File: config.mk
export PLATFORM = sky130hd
export DESIGN_NAME = irq_arb_top
export DESIGN_NICKNAME = d
export VERILOG_FILES = /design/src/rtl/irq_sel_pkg.sv /design/src/rtl/irq_pend_bank.sv /design/src/rtl/irq_mode_mask.sv /design/src/rtl/irq_prio_pick.sv /design/src/rtl/irq_arb_top.sv
export SDC_FILE = /design/constraint.sdc
export NUM_CORES = 1
export LEC_CHECK = 0
export ABC_AREA = 1
export BUFFER_PORTS_ARGS = -buffer_cell sky130_fd_sc_hd__buf_2
export CAP_MARGIN = 20
export CORE_ASPECT_RATIO = 0.8
export CORE_MARGIN = 1
export CORE_UTILIZATION = 50
export CTS_BUF_LIST = sky130_fd_sc_hd__clkbuf_4
export DETAILED_ROUTE_END_ITERATION = 10
export PLACE_DENSITY = 0.82
export SETUP_SLACK_MARGIN = 0.3
export SKIP_CTS_REPAIR_TIMING = 1
export SKIP_LAST_GASP = 1
export SYNTH_ARGS = -nofsm -noshare
export SYNTH_HDL_FRONTEND = slang
export SYNTH_HIERARCHICAL = 1
export SYNTH_SLANG_ARGS = --single-unit
File: constraint.sdc
create_clock -name clk -period 9.56 [get_ports clk]
set_input_delay 1.912 -clock clk [delete_from_list [all_inputs] [get_ports clk]]
set_output_delay 1.912 -clock clk [all_outputs]
set_load 0.01 [all_outputs]
File: src/rtl/irq_sel_pkg.sv
package irq_sel_pkg;

  localparam int unsigned LOCAL_BASE  = 16;
  localparam int unsigned DEF_N_LOCAL = 48;
  localparam int unsigned NARROW_W    = 32;

  typedef enum logic [1:0] {
    PRIV_U = 2'b00,
    PRIV_S = 2'b01,
    PRIV_M = 2'b11
  } priv_e;

  localparam int unsigned C_USI = 0;
  localparam int unsigned C_SSI = 1;
  localparam int unsigned C_MSI = 3;
  localparam int unsigned C_UTI = 4;
  localparam int unsigned C_STI = 5;
  localparam int unsigned C_MTI = 7;
  localparam int unsigned C_UEI = 8;
  localparam int unsigned C_SEI = 9;
  localparam int unsigned C_MEI = 11;

  localparam logic [63:0] GRP_USER = (64'd1 << C_USI) | (64'd1 << C_UTI) | (64'd1 << C_UEI);
  localparam logic [63:0] GRP_SUP  = (64'd1 << C_SSI) | (64'd1 << C_STI) | (64'd1 << C_SEI);
  localparam logic [63:0] GRP_MACH = (64'd1 << C_MSI) | (64'd1 << C_MTI) | (64'd1 << C_MEI);

  // standard causes, highest priority first
  localparam int unsigned N_STD = 9;
  localparam logic [5:0] STD_RANK [N_STD] = '{
    6'(C_MEI), 6'(C_MSI), 6'(C_MTI),
    6'(C_SEI), 6'(C_SSI), 6'(C_STI),
    6'(C_UEI), 6'(C_USI), 6'(C_UTI)
  };

endpackage

File: src/rtl/irq_pend_bank.sv
module irq_pend_bank
  import irq_sel_pkg::*;
#(
  parameter int unsigned N_LOCAL = DEF_N_LOCAL,
  parameter int unsigned VEC_W   = LOCAL_BASE + N_LOCAL,
  parameter int unsigned CAUSE_W = $clog2(VEC_W)
) (
  input  logic               clk,
  input  logic               rst_n,
  input  logic [N_LOCAL-1:0] lcl_pins,
  input  logic               post_valid,
  input  logic [CAUSE_W-1:0] post_idx,
  input  logic               clear_valid,
  input  logic [CAUSE_W-1:0] clear_idx,
  input  logic               clear_all,
  input  logic               en_we,
  input  logic [VEC_W-1:0]   en_wdata,
  input  logic               nmi_post,
  input  logic               nmi_clear,
  output logic [VEC_W-1:0]   pend_q,
  output logic [VEC_W-1:0]   en_q,
  output logic               nmi_q
);

  localparam logic [VEC_W-1:0] LCL_MASK = {{N_LOCAL{1'b1}}, {LOCAL_BASE{1'b0}}};
  localparam logic [VEC_W-1:0] IMPL     = LCL_MASK | VEC_W'(GRP_USER | GRP_SUP | GRP_MACH);

  logic [VEC_W-1:0] set_vec, clr_vec, pend_d, en_d;
  logic             pend_upd, nmi_upd, nmi_d;

  always_comb begin
    set_vec  = {lcl_pins, {LOCAL_BASE{1'b0}}};
    if (post_valid) set_vec = set_vec | (VEC_W'(1) << post_idx);
    clr_vec  = '0;
    if (clear_valid) clr_vec = VEC_W'(1) << clear_idx;
    pend_upd = clear_all | (|set_vec) | clear_valid;
    if (clear_all) pend_d = '0;
    else           pend_d = ((pend_q | set_vec) & ~clr_vec) & IMPL;
    en_d     = en_wdata & IMPL;
    nmi_upd  = clear_all | nmi_clear | nmi_post;
    nmi_d    = ~(clear_all | nmi_clear) & nmi_post;
  end

  always_ff @(posedge clk or negedge rst_n) begin
    if (!rst_n) begin
      pend_q <= '0;
      en_q   <= '0;
      nmi_q  <= 1'b0;
    end else begin
      if (pend_upd) pend_q <= pend_d;
      if (en_we)    en_q   <= en_d;
      if (nmi_upd)  nmi_q  <= nmi_d;
    end
  end

  p_clear_all_r11: assert property (@(posedge clk) disable iff (!rst_n)
    clear_all |=> (pend_q == '0) && !nmi_q);

  p_pin_sets_r11: assert property (@(posedge clk) disable iff (!rst_n)
    (!clear_all && !clear_valid) |=>
      ((pend_q[VEC_W-1:LOCAL_BASE] & $past(lcl_pins)) == $past(lcl_pins)));

  p_post_sets_r11: assert property (@(posedge clk) disable iff (!rst_n)
    (post_valid && !clear_all && !clear_valid && IMPL[post_idx]) |=> pend_q[$past(post_idx)]);

  p_unimpl_r12: assert property (@(posedge clk) disable iff (!rst_n)
    ((pend_q & ~IMPL) == '0) && ((en_q & ~IMPL) == '0));

endmodule

File: src/rtl/irq_mode_mask.sv
module irq_mode_mask
  import irq_sel_pkg::*;
#(
  parameter int unsigned N_LOCAL = DEF_N_LOCAL,
  parameter int unsigned VEC_W   = LOCAL_BASE + N_LOCAL
) (
  input  logic             clk,
  input  logic             rst_n,
  input  priv_e            priv,
  input  logic             mie_g,
  input  logic             sie_g,
  input  logic             uie_g,
  input  logic             s_present,
  input  logic [VEC_W-1:0] mdeleg,
  input  logic [VEC_W-1:0] sdeleg,
  output logic [VEC_W-1:0] gmask
);

  localparam logic [VEC_W-1:0] M_L = {{N_LOCAL{1'b1}}, {LOCAL_BASE{1'b0}}};
  localparam logic [VEC_W-1:0] M_M = VEC_W'(GRP_MACH);
  localparam logic [VEC_W-1:0] M_S = VEC_W'(GRP_SUP);
  localparam logic [VEC_W-1:0] M_U = VEC_W'(GRP_USER);
  localparam logic [VEC_W-1:0] M_LM  = M_L | M_M;
  localparam logic [VEC_W-1:0] M_LMS = M_L | M_M | M_S;

  logic [VEC_W-1:0] u_deleg, u_scope;

  always_comb begin
    // in U-mode the governing delegation mask depends on S-mode presence
    u_deleg = s_present ? sdeleg : mdeleg;
    u_scope = s_present ? M_LMS  : M_LM;
    gmask   = '0;
    unique case (priv)
      PRIV_M: begin
        if (mie_g) gmask = M_LM;
      end
      PRIV_S: begin
        gmask = M_LM & ~mdeleg;
        if (sie_g) gmask = gmask | (M_LM & mdeleg) | M_S;
      end
      PRIV_U: begin
        gmask = u_scope & ~u_deleg;
        if (uie_g) gmask = gmask | (u_scope & u_deleg) | M_U;
      end
      default: gmask = '0;
    endcase
  end

  p_m_mode_r6: assert property (@(posedge clk) disable iff (!rst_n)
    (priv == PRIV_M) |-> ((gmask & (M_S | M_U)) == '0) && ((gmask == '0) == !mie_g));

  p_s_mode_r7: assert property (@(posedge clk) disable iff (!rst_n)
    (priv == PRIV_S) |-> ((gmask & M_U) == '0) && ((gmask & M_LM & ~mdeleg) == (M_LM & ~mdeleg)));

  p_u_user_r8: assert property (@(posedge clk) disable iff (!rst_n)
    (priv == PRIV_U && !uie_g) |-> ((gmask & M_U) == '0));

  p_u_no_s_r9: assert property (@(posedge clk) disable iff (!rst_n)
    (priv == PRIV_U && !s_present) |-> ((gmask & M_S) == '0));

endmodule

File: src/rtl/irq_prio_pick.sv
module irq_prio_pick
  import irq_sel_pkg::*;
#(
  parameter int unsigned N_LOCAL = DEF_N_LOCAL,
  parameter int unsigned VEC_W   = LOCAL_BASE + N_LOCAL,
  parameter int unsigned CAUSE_W = $clog2(VEC_W)
) (
  input  logic               clk,
  input  logic               rst_n,
  input  logic [VEC_W-1:0]   cand,
  input  logic               wide_rv64,
  output logic               valid,
  output logic [CAUSE_W-1:0] cause
);

  localparam logic [VEC_W-1:0] NARROW_KEEP = VEC_W'({NARROW_W{1'b1}});

  logic [VEC_W-1:0] cand_w;

  always_comb begin
    cand_w = wide_rv64 ? cand : (cand & NARROW_KEEP);
    valid  = |cand_w;
    cause  = '0;
    // lowest-ranked standard first, so higher rank overwrites
    for (int k = N_STD - 1; k >= 0; k--) begin
      if (cand_w[STD_RANK[k]]) cause = CAUSE_W'(STD_RANK[k]);
    end
    // locals outrank standard; ascending scan leaves the highest
    for (int i = LOCAL_BASE; i < VEC_W; i++) begin
      if (cand_w[i]) cause = CAUSE_W'(i);
    end
  end

  p_pick_is_cand_r2: assert property (@(posedge clk) disable iff (!rst_n)
    valid |-> cand[cause]);

  p_idle_zero_r2: assert property (@(posedge clk) disable iff (!rst_n)
    !valid |-> (cause == '0));

  p_local_first_r3: assert property (@(posedge clk) disable iff (!rst_n)
    (valid && (|cand_w[VEC_W-1:LOCAL_BASE])) |-> (cause >= CAUSE_W'(LOCAL_BASE)));

  p_narrow_r10: assert property (@(posedge clk) disable iff (!rst_n)
    (valid && !wide_rv64) |-> (int'(cause) < NARROW_W));

endmodule

File: src/rtl/irq_arb_top.sv
module irq_arb_top
  import irq_sel_pkg::*;
#(
  parameter int unsigned N_LOCAL = DEF_N_LOCAL,
  localparam int unsigned VEC_W  = LOCAL_BASE + N_LOCAL,
  localparam int unsigned CAUSE_W = $clog2(VEC_W)
) (
  input  logic               clk,
  input  logic               rst_n,
  input  logic [N_LOCAL-1:0] lcl_pins,
  input  logic               post_valid,
  input  logic [CAUSE_W-1:0] post_idx,
  input  logic               clear_valid,
  input  logic [CAUSE_W-1:0] clear_idx,
  input  logic               clear_all,
  input  logic               en_we,
  input  logic [VEC_W-1:0]   en_wdata,
  input  logic               nmi_post,
  input  logic               nmi_clear,
  input  logic [1:0]         priv_mode,
  input  logic               mie_g,
  input  logic               sie_g,
  input  logic               uie_g,
  input  logic               s_present,
  input  logic               wide_rv64,
  input  logic [VEC_W-1:0]   mdeleg,
  input  logic [VEC_W-1:0]   sdeleg,
  output logic               take_irq,
  output logic               take_nmi,
  output logic [CAUSE_W-1:0] take_cause
);

  logic [VEC_W-1:0]   pend_q, en_q, gmask, cand;
  logic               nmi_q, pick_valid;
  logic [CAUSE_W-1:0] pick_cause;

  irq_pend_bank #(.N_LOCAL(N_LOCAL), .VEC_W(VEC_W), .CAUSE_W(CAUSE_W)) u_bank (
    .clk, .rst_n, .lcl_pins, .post_valid, .post_idx, .clear_valid, .clear_idx,
    .clear_all, .en_we, .en_wdata, .nmi_post, .nmi_clear,
    .pend_q, .en_q, .nmi_q
  );

  irq_mode_mask #(.N_LOCAL(N_LOCAL), .VEC_W(VEC_W)) u_mask (
    .clk, .rst_n, .priv(priv_e'(priv_mode)), .mie_g, .sie_g, .uie_g,
    .s_present, .mdeleg, .sdeleg, .gmask
  );

  assign cand = pend_q & en_q & gmask;

  irq_prio_pick #(.N_LOCAL(N_LOCAL), .VEC_W(VEC_W), .CAUSE_W(CAUSE_W)) u_pick (
    .clk, .rst_n, .cand, .wide_rv64, .valid(pick_valid), .cause(pick_cause)
  );

  always_comb begin
    take_nmi   = nmi_q;
    take_irq   = nmi_q | pick_valid;
    take_cause = nmi_q ? '0 : pick_cause;
  end

  p_nmi_wins_r5: assert property (@(posedge clk) disable iff (!rst_n)
    take_nmi |-> take_irq && (take_cause == '0));

  p_take_needs_source_r2: assert property (@(posedge clk) disable iff (!rst_n)
    take_irq |-> (nmi_q || ((pend_q & en_q) != '0)));

endmodule

==> results of run 1 <==
-- final cells by class --
| class | count | area share (%) |
|---|---|---|
| Sequential cell | 115 | 25.7 |
| Multi-Input combinational cell | 993 | 45.7 |
| Clock inverter | 13 | 1.56 |
| Tap cell | 258 | 2.88 |
| Inverter | 311 | 11.5 |
| Timing Repair Buffer | 250 | 11.3 |
| Clock buffer | 19 | 1.27 |
-- cell families (layout without fill, tap and decap cells) --
kind of cell	Yosys count	count (layout)	synth area share, %
simple gates	823	823	39.4
buf+inv	407	593	20.4
flops	115	115	28.9
compound gates	92	92	4.83
mux	57	57	6.45
other cells	2	21	0.0754
-- synth_stat cells (all sizes together) --
master and instances:
or2 1, a21oi 17, o31ai 1, clkinv 1
o21ai 66, buf 79, nand3 168, and3 1
a41o 1, dfrtp 115, nand3b 14, inv 304
clkbuf 17, nand2 381, or3 1, bufinv 6
conb 2, mux2 57, nor3 5, o21bai 3
a31oi 4, nor4 2, nand4 52, nor2 198
-- path summary, 6_finish.rpt --
path | startpoint | to | cells past startpoint
max in group asynchronous | rst_n | u_bank/en_q[4]$_DFFE_PN0P_ | 2
worst max register to register | u_bank/pend_q[34]$_DFFE_PN0P_ | u_bank/pend_q[34]$_DFFE_PN0P_ | 4
worst min-delay path | u_bank/pend_q[0]$_DFFE_PN0P_ | u_bank/pend_q[0]$_DFFE_PN0P_ | 2
worst min register to register | u_bank/pend_q[0]$_DFFE_PN0P_ | u_bank/pend_q[0]$_DFFE_PN0P_ | 2
worst max-delay path | priv_mode[0] | take_cause[0] | 60
min in group asynchronous | rst_n | u_bank/pend_q[44]$_DFFE_PN0P_ | 1
-- placed cells by master (no fill, tap or decap), drive strengths merged --
cell type  netlist  final
nor3             5      5
clkinv           1      6
nand3b          14     14
conb             2     21
or3              1      1
a21oi           17     17
inv            304    307
nor2           198    198
bufinv           6      9
or2              1      1
nor4             2      2
buf             79    250
dfrtp          115    115
o21ai           66     66
a41o             1      1
nand2          381    381
nand3          168    168
a31oi            4      4
o21bai           3      3
o31ai            1      1
nand4           52     52
mux2            57     57
clkinvlp         0      2
clkbuf          17     19
and3             1      1
-- stage by stage --
step	instances	setup slack [ns]	instance area (sq um)
after floorplan	1515	2.67	10000
after global placement	1927	1.68	10900
after detailed placement	1927	1.69	10900
after CTS	1959	1.67	11200
after global routing	1959	1.01	11200
final	1959	1.65	11200
-- tightest hold or removal path, stage by stage, from the launching register on --
cell     delay [ns]
dfrtp_1        0.37
a21oi_1        0.05
nor2_1         0.07
-- per-layer routing --
metal,GRT usage [%],vias up,share of wire [%]
met2,47.1,482,44
met1,42.9,4680,45
met4,6.22,0,1.2
li1,-,4952,-
met5,0,-,0
met3,5.34,27,9.8
-- where the power goes --
| group | leakage, nW | total (mW) | switching, mW | internal, mW |
|---|---|---|---|---|
| clock | 0.164 | 0.405 | 0.214 | 0.191 |
| combinational | 4.87 | 0.386 | 0.236 | 0.151 |
| sequential | 1.40 | 0.553 | 0.0278 | 0.525 |
-- state kept, by name, indices dropped and copies added, names as in the netlist --
register / flops
u_bank/en_q: 57
u_bank/pend_q: 57
u_bank/nmi_q: 1
==> results_dict.tcl, run 1 <==
set metrics [dict create \
    outcome "complete, no violations" \
    grt_pass1_vias 9255 \
    fill_cells 1910 \
    syn-mean-instance-area_sq_um 6.66 \
    cp_top_family "simple AND/OR/NAND/NOR gates" \
    grt_max_degree 60 \
    synth_area_leaders "dfrtp_1 (29%), nand2_1 (13%), inv_1 (11%), nor2_1 (6.7%), mux2_2 (6.4%)" \
    dr.pass1.iters 6 \
    fmax_mhz 126 \
    yosysTopAreaCell "dfrtp_1" \
    dp_hpwl_microns 23300 \
    synth_seq_cells 115 \
    fin_crit_sh_pct 82.8 \
    clkSinkCount 115 \
    worstPathArrival_ns 6.00 \
    via_per_inst 5.18 \
    coreArea_sq_um 19300 \
    cts_made_buffers 17 \
    start_util_pct 51.7 \
    total_power_mw 1.34 \
    rows 45 \
    worst_pin_slew_ns 0.968 \
    yosysTopAreaCellShare_pct 28.9 \
    wire_per_inst_microns 15.5 \
    power_leakage_nw 6.44 \
    hold-worst-slack_ns 0.517 \
    rsz0062_at_grt "false" \
    max_cap_violations 0 \
    utilization_pct 58.2 \
    hold_viol_final 0 \
    pin_count 275 \
    cp_max_fo 51 \
    die_area_sq_um 20500 \
    clkTransAtPathRegs_ns 0.11 \
    min_period_ns 7.91 \
    synth_cells 1496 \
    crit_type "primary input to output port" \
    setup_viol 0 \
    root_buffer "clkbuf_4" \
    io_buffers 244 \
    cts.path.max_buffers 2 \
    cp-end-kind "output port" \
    multi_input_area_sq_um 5120 \
    register_area_sq_um 2880 \
    grt.overflow.total 0 \
    final_antenna_net_count 0 \
    finalSetupTns_ns 0 \
    drt-total-wl_microns 30500 \
    yosys_warnings 6 \
    synth.distinct_cells 40 \
    via_count 10100 \
    slowest_delay_ns 0.47 \
    syn_area_sq_um 9960 \
    final_nets 1955 \
    place_congestion 0.927 \
    drive_gt1_share_pct 26.9 \
    final_max_slew_viol_count 0 \
    ir_drop_mv 0.133 \
    max_slew_margin_pct 35.4 \
    cts_tree "built" \
    insertion_delay_ns 0.54 \
    fin_worst_skew_ns 0 \
    critical_path_buf_inv_count 5 \
    p_per_area_nw_per_um2 120 \
    post-route-drc-count 0 \
    r2r_slack_ns 8.72 \
    die_w_microns 160 \
    crit_path_start_kind "primary input" \
    grt_pass1_wl_microns 47300 \
    cpMaxStageDelayCell "buf_4" \
    critPathRequiredTime_ns 7.65 \
    drt_iter0_markers 1208 \
    die_h_microns 128 \
    diodes 0 \
    hp-class "register to register" \
    seq_area_frac_synth_pct 28.9 \
    critPathMostFrequentCell "nand2_1" \
    grt_antenna_before_repair 0 \
    cts_max_level 4 \
    grt_util_all_layers_pct 29.9 \
    area_delta_synth_final_pct 12.5 \
]
(Power assumes the default switching activity.)
==> run 2: changes to the inputs <==
==> constraint.sdc (replaced) <==
create_clock -name clk -period 8.3 [get_ports clk]
set_input_delay 1.66 -clock clk [delete_from_list [all_inputs] [get_ports clk]]
set_output_delay 1.66 -clock clk [all_outputs]
set_load 0.01 [all_outputs]
==> run 2 against run 1 <==
Compared with the run above: die area stayed put; sequential power is 15% higher; worst setup slack worse by 0.68 ns; flip-flop and latch count stayed put; power is 11% higher; sequential share of layout area is 0.095 points higher; cell count stayed put; clock power is 3% higher; count of clock-buffer cells in the layout is 2 lower; highest routed layer is now met5; first-iteration DRC count is 7.5% higher; critical path depth is 2 lower.
==> results_dict.tcl, run 2 (synthesis gave the netlist of run 1 again) <==
set metrics [dict create \
    root_buffer "clkbuf_4" \
    cts.path.max_buffers 2 \
    whs_endpoint "u_bank/pend_q[9]$_DFFE_PN0P_" \
    grt_antenna_before_repair 1 \
    cts_tree "built" \
    drt_iter0_markers 1299 \
    place_congestion 0.944 \
    cp_top_family "simple AND/OR/NAND/NOR gates" \
    dp_slack_ns 1.02 \
    r2r_cells 4 \
    min_from "u_bank/pend_q[9]$_DFFE_PN0P_" \
    max_slew_margin_pct 36.3 \
    critPathRequiredTime_ns 6.64 \
    worstPathArrival_ns 5.67 \
    via_count 10000 \
    p_per_area_nw_per_um2 134 \
    coreArea_sq_um 19300 \
    cts_made_buffers 17 \
    drt-total-wl_microns 30100 \
    grt.overflow.total 0 \
    insertion_delay_ns 0.55 \
    rr_startpoint "u_bank/pend_q[34]$_DFFE_PN0P_" \
    cts_max_level 4 \
    crit_path_start_kind "primary input" \
    cp-end-kind "output port" \
    crit_type "primary input to output port" \
    reg_top3 "u_bank/en_q x57, u_bank/pend_q x57, u_bank/nmi_q x1" \
    diodes 0 \
    post-route-drc-count 0 \
    pin_count 275 \
    die_w_microns 160 \
    critPathMostFrequentCell "nand2_1" \
    worst_pin_slew_ns 0.955 \
    fill_cells 1933 \
    placed_cells 1927 \
    total_power_mw 1.50 \
    grt_max_degree 63 \
    hp-class "register to register" \
    finalSetupTns_ns 0 \
    fin_worst_skew_ns 0 \
    outcome "complete, no violations" \
    slowest_delay_ns 0.62 \
    max_cap_violations 0 \
    io_buffers 244 \
    hold_depth 2 \
    grt_pass1_wl_microns 47000 \
    ir_drop_mv 0.0867 \
    start_util_pct 51.7 \
    fmax_mhz 136 \
    final_nets 1955 \
    layout_setup_ws_ns 0.972 \
    area_delta_synth_final_pct 12.1 \
    critical_path_buf_inv_count 4 \
    finalNonFillerCells 1959 \
    cp_max_fo 52 \
    r2r_slack_ns 7.47 \
    dp_hpwl_microns 23100 \
    fin_crit_sh_pct 88.3 \
    final_max_slew_viol_count 0 \
    hold-worst-slack_ns 0.518 \
    cpMaxStageDelayCell "buf_2" \
    layout_common_cells "nand2_1 (358), inv_1 (285), buf_2 (243)" \
    hold_viol_final 0 \
    die_area_sq_um 20500 \
    final_antenna_net_count 0 \
    clkSinkCount 115 \
    via_per_inst 5.11 \
    drive_gt1_share_pct 26.9 \
    min_period_ns 7.33 \
    grt_util_all_layers_pct 29.8 \
    setup_viol 0 \
    r2r_end "u_bank/pend_q[34]$_DFFE_PN0P_" \
    register_area_sq_um 2880 \
    rsz0062_at_grt "false" \
    clkTransAtPathRegs_ns 0.13 \
    dr.pass1.iters 9 \
    final_common_cell "nand2_1" \
    rows 45 \
    die_h_microns 128 \
    multi_input_area_sq_um 5120 \
    grt_pass1_vias 9046 \
    power_leakage_nw 6.42 \
    wire_per_inst_microns 15.4 \
]
run 2: cell count changes in the layout (fill, tap and decap cells not counted), sizes merged:
cell	previous run	this run
clkinvlp	2	3
clkbuf	19	17
inv	307	310
bufinv	9	7
run 2: layer usage:
layer | wire (microns) | part of all wire (%) | track usage, %
met4 | 345 | 1.1 | 5.83
met3 | 2720 | 9.0 | 6.18
met1 | 13800 | 46 | 42.6
met5 | 13 | 0.043 | 0
met2 | 13300 | 44 | 46.5
run 2: how the worst max path moves through the flow:
stage / slack, ns / cells past startpoint / to / from
after CTS: 1.01 / 61 / take_cause[0] / priv_mode[0]
after detailed placement: 1.02 / 61 / take_cause[0] / priv_mode[0]
after global routing: 0.32 / 58 / take_cause[0] / sie_g
final: 0.97 / 58 / take_cause[0] / sie_g
after global placement: 1.00 / 58 / take_cause[0] / sie_g
after floorplan: 1.92 / 59 / take_cause[0] / s_present
run 2: area by class of cell:
class / count / share of cell area (%)
clock buffers: 17 / 1.14
clock inverters: 15 / 1.33
inverters: 311 / 11.6
multi-input cells: 993 / 45.9
flip-flops and latches: 115 / 25.8
well taps: 258 / 2.89
repair buffers: 250 / 11.4
run 2: metrics by stage:
| step | instance area (sq um) | util, % |
|---|---|---|
| 6_report | 11200 | 57.9 |
| 5_1_grt | 11200 | 57.9 |
| 4_1_cts | 11200 | 57.9 |
| 3_5_place_dp | 10900 | 56.5 |
| 3_3_place_gp | 10900 | 56.5 |
| 2_1_floorplan | 10000 | - |
run 2: report_power, final:
| part | internal [mW] | switching [mW] |
|---|---|---|
| clock | 0.156 | 0.261 |
| combinational | 0.173 | 0.269 |
| sequential | 0.605 | 0.0320 |
| total | 0.934 | 0.562 |
run 2: worst register-to-register path, delay by kind of cell, from the launching register on:
kind                   cells  cell delay, ns
buffers and inverters      2            0.12
flip-flops                 1            0.46
AND/OR/NAND/NOR            2            0.15
